File: src/rtl/gray3_pkg.sv
package gray3_pkg;
  localparam int STATE_W = 3;
  localparam int SEQ_LEN = 1 << STATE_W;

  typedef struct packed {
    logic clear;
    logic step;
  } ctlStrobe_t;

  typedef logic [STATE_W-1:0] stateVec_t;
endpackage

File: src/rtl/gray3_jk_stage.sv
module gray3_jk_stage (
  input  logic clk,
  input  logic clear,
  input  logic step,
  input  logic jIn,
  input  logic kIn,
  output logic qOut
);
  logic qNext;

  // JK stage: 00 hold, 01 clear, 10 set, 11 toggle.
  always_comb begin
    qNext = qOut;
    if (step) begin
      unique case ({jIn, kIn})
        2'b00: qNext = qOut;
        2'b01: qNext = 1'b0;
        2'b10: qNext = 1'b1;
        2'b11: qNext = ~qOut;
        default: qNext = qOut;
      endcase
    end
  end

  always_ff @(posedge clk) begin
    if (clear) qOut <= 1'b0;
    else       qOut <= qNext;
  end
endmodule

File: src/rtl/gray3_ctrl.sv
module gray3_ctrl
  import gray3_pkg::*;
(
  input  logic       rstSync,
  input  logic       countEn,
  output ctlStrobe_t strobes
);
  // Reset wins over enable.
  always_comb begin
    strobes.clear = rstSync;
    strobes.step  = countEn & ~rstSync;
  end
endmodule

File: src/rtl/gray3_path.sv
module gray3_path
  import gray3_pkg::*;
(
  input  logic       clk,
  input  ctlStrobe_t strobes,
  output stateVec_t  grayState,
  output stateVec_t  seqIndex
);
  stateVec_t jVec;
  stateVec_t kVec;

  // Per-bit set/clear terms decoded from the other bits.
  always_comb begin
    jVec[2] = grayState[1] & ~grayState[0];
    kVec[2] = ~grayState[1] & ~grayState[0];
    jVec[1] = ~grayState[2] & grayState[0];
    kVec[1] = grayState[2] & grayState[0];
    jVec[0] = ~(grayState[2] ^ grayState[1]);
    kVec[0] = grayState[2] ^ grayState[1];
  end

  for (genvar i = 0; i < STATE_W; i++) begin : g_stage
    gray3_jk_stage u_stage (
      .clk   (clk),
      .clear (strobes.clear),
      .step  (strobes.step),
      .jIn   (jVec[i]),
      .kIn   (kVec[i]),
      .qOut  (grayState[i])
    );
  end

  // Prefix XOR from the top bit down gives the sequence position.
  always_comb begin
    seqIndex[STATE_W-1] = grayState[STATE_W-1];
    for (int i = STATE_W - 2; i >= 0; i--) begin
      seqIndex[i] = seqIndex[i+1] ^ grayState[i];
    end
  end
endmodule

File: src/rtl/gray3_seq.sv
module gray3_seq
  import gray3_pkg::*;
(
  input  logic       clk,
  input  logic       rstSync,
  input  logic       countEn,
  output logic [2:0] grayState,
  output logic [2:0] seqIndex
);
  ctlStrobe_t strobes;

  gray3_ctrl u_ctrl (
    .rstSync (rstSync),
    .countEn (countEn),
    .strobes (strobes)
  );

  gray3_path u_path (
    .clk       (clk),
    .strobes   (strobes),
    .grayState (grayState),
    .seqIndex  (seqIndex)
  );
endmodule

File: config.mk
export PLATFORM = sky130hd
export DESIGN_NAME = gray3_seq
export DESIGN_NICKNAME = d
export VERILOG_FILES = /design/src/rtl/gray3_pkg.sv /design/src/rtl/gray3_jk_stage.sv /design/src/rtl/gray3_ctrl.sv /design/src/rtl/gray3_path.sv /design/src/rtl/gray3_seq.sv
export SDC_FILE = /design/constraint.sdc
export NUM_CORES = 1
export LEC_CHECK = 0
export ABC_AREA = 1
export BUFFER_PORTS_ARGS = -buffer_cell sky130_fd_sc_hd__buf_2
export CORE_AREA = 4 4 41 43
export DETAILED_ROUTE_END_ITERATION = 8
export DIE_AREA = 0 0 45 47
export GPL_TIMING_DRIVEN = 0
export SYNTH_ARGS = -nofsm -noshare
export SYNTH_HDL_FRONTEND = slang
export SYNTH_SLANG_ARGS = --single-unit
File: constraint.sdc
create_clock -name clk -period 1.3 [get_ports clk]
set_clock_uncertainty 0.2 [all_clocks]
set_input_delay 0.065 -clock clk [delete_from_list [all_inputs] [get_ports clk]]
set_output_delay 0.065 -clock clk [all_outputs]
set_load 0.005 [all_outputs]
==> run_results.csv <==
group,metric,value,unit
clocking,clkTransAtPathRegs,40,ps
synth,yosys_register_bits,3,
global_route,grt_pass1_wl,731,µm
synth,ys.flop_type,"dfxtp_1",
synth,syn_area,225,µm²
timing,max_freq,808,MHz
global_route,grt_pass1_vias,200,
global_route,met2_usage,7.91,%
synth,synth_top_cell_by_area,"dfxtp_1",
cells_and_area,nNetsFinal,59,
pwr,peakVddDrop,0.000385,V
synth,synthDistinctLibCells,10,
synth,yosys.area.top_type_share,26.7,%
run_status,status,"completed",
synth,yosys_warnings,0,
detailed_routing,route.detailed.drc,0,
setup_path,rr_startpoint,"u_path.g_stage[1].u_stage.qOut",
synth,async_reset_ff_share,0,%
global_route,grt_util_all_layers,5.05,%
global_route,gr-total-overflow,0,
clocking,clk_path_buf_depth,2,
global_route,antenna_found_initial,0,
global_route,grt_start_max_net_pins,8,
placement,routabilityCongestion,0.746,
clocking,clockRootBuffer,"clkbuf_4",
timing,layout_setup_ws,62.8,ps
setup_path,end_kind,"output port",
detailed_routing,vias,257,
setup_path,crit_fanout,5,
setup_path,critical_path_arrival,970,ps
clocking,h-tree-depth,1,
pwr,leakagePower,0.221,nW
timing,worst_slew_pin_slew,125,ps
cells_and_area,final_util,28.7,%
cells_and_area,max_flop_register,"u_path.g_stage.u_stage.qOut",
cells_and_area,reg.largest.list,"u_path.g_stage.u_stage.qOut x3",
detailed_routing,routedWlPerCell,6.84,µm
placement,hpwlAfterDp,354,µm
synth,seq_area_frac_synth,26.7,%
synth,syn_nets,41,
timing,hold_viol,0,
die,fp.dieH,47,µm
timing,finalCritPeriodShare,95.2,%
detailed_routing,drtIter0Drc,0,
clocking,cts.sinks,3,
pwr,p_per_area,1090,mW/mm²
synth,synthTopCellsByCount,"12 x nand2_1, 5 x buf_4, 5 x inv_1, 5 x nand3_1",
min_path,worstHoldPathType,"flop to flop",
detailed_routing,wl,479,µm
detailed_routing,dr.pass1.iters,1,
global_route,grt.met1_usage,4.76,%
min_path,worstHoldPathCells,3,
placement,port_buffers,8,
synth,synthCells,38,
setup_path,r2r_cells,6,
die,start_util,17.3,%
timing,rsz0062_at_grt,"yes",
setup_path,reg2reg_to,"u_path.g_stage[0].u_stage.qOut",
die,die-area,0.00212,mm²
synth,ys_top_cells_by_area,"dfxtp_1 27%, nand2_1 20%, buf_4 17%",
placement,place_ws,151,ps
setup_path,setup.worst_path.class,"flop to output port",
die,die_x,45,µm
detailed_routing,viasPerCell,3.67,
synth,synth.most_common_cell,"nand2_1",
timing,drv_slew,0,
cells_and_area,largest_reg_flops,3,
detailed_routing,antenna_left,0,
die,io_pins,9,
min_path,min_to,"u_path.g_stage[1].u_stage.qOut",
die,rows,13,
pwr,total_power,0.405,mW
synth,syn_area_per_cell,5.93,µm²
timing,relSlewSlack,91.6,%
global_route,grt_busiest_layer,"met2",
global_route,use_met3,2.30,%
setup_path,worstPathRequired,1030,ps
clocking,cts_tree,"built",
synth,synth-edff-count,0,
die,fp.coreArea,0.00130,mm²
setup_path,start_kind,"flop",
cells_and_area,n_antenna_cell,0,
cells_and_area,drive_gt1_share,52.7,%
cells_and_area,finalNonFillerCells,70,
min_path,hold_start,"u_path.g_stage[0].u_stage.qOut",
placement,place_inst,61,
cells_and_area,area_growth,65.6,%
timing,setup_tns,0,ps
run,maxCapViolCount,0,
setup_path,r2r_setup_slack,260,ps
timing,fin_crit,1240,ps
clocking,cts_buffers,3,
clocking,clock_latency,230,ps
timing,setup_viol,0,
[worst max-delay path: stages, from the launching register on]
cell	delay, ps
dfxtp_4	360
inv_2	40
nand2_2	60
nand2_2	50
buf_4	120
buf_6	100
[metal layers]
metal,share of wire [%],vias up
met5,0,-
met4,0,0
met3,7.9,0
met2,45,7
met1,47,107
li1,-,143
[placed cells by master (no fill, tap or decap)]
cell type / n
clkbuf_4: 3
clkbuf_1: 1
dfxtp_4: 2
inv_1: 4
dlygate4sd3_1: 2
buf_6: 1
dfxtp_2: 1
nand4_1: 1
nand3_1: 5
a21oi_1: 1
buf_4: 8
inv_2: 3
nor2_1: 1
nand2_2: 3
nand2_1: 11
buf_2: 7
inv_4: 1
[power by group]
part / switching (mW) / total, mW / internal [mW]
clock network: 0.0468 / 0.162 / 0.115
registers: 0.0147 / 0.117 / 0.103
logic: 0.0508 / 0.126 / 0.0755
total: 0.112 / 0.405 / 0.293
[worst max path at each step]
stage / endpoint / slack (ps) / cells after the start / start
detailed placement: seqIndex[1] / 150 / 5 / u_path.g_stage[2].u_stage.qOut
floorplan: seqIndex[1] / 330 / 4 / u_path.g_stage[2].u_stage.qOut
global placement: seqIndex[1] / 160 / 5 / u_path.g_stage[2].u_stage.qOut
global route: seqIndex[0] / -8 / 6 / u_path.g_stage[1].u_stage.qOut
CTS: seqIndex[1] / 9 / 5 / u_path.g_stage[2].u_stage.qOut
finish: seqIndex[1] / 60 / 5 / u_path.g_stage[2].u_stage.qOut
[cell type report]
type	instances	area, µm²
buffer	5	37.5
clock buffer	4	26.3
fill	166	928
inverter	8	32.5
multi-input combinational	22	100
sequential	3	68.8
tap	15	18.8
timing repair buffer	13	88.8
[stage by stage]
step,instance area [µm²],hold slack [ps]
after global placement,284,150
after CTS,338,361
after global routing,373,374
after floorplan,225,9.90
final,373,339
after detailed placement,284,155
[cell families after synthesis]
| family | count (synthesis) | synth area share (%) |
|---|---|---|
| flip-flops | 3 | 26.7 |
| AND/OR/NAND/NOR | 21 | 41.1 |
| AO/OA/AOI/OAI | 1 | 2.22 |
| buffers and inverters | 13 | 30.0 |
[repair_timing]
item | in CTS | in global routing
setup endpoints to repair | 2 | 2
buffers inserted | 0 | 3
gates resized for setup | 4 | 5
pin swaps | 0 | 1
hold endpoints to repair | 3 | 0
hold buffers | 2 | 0
Power figures use the tool's default switching activity.
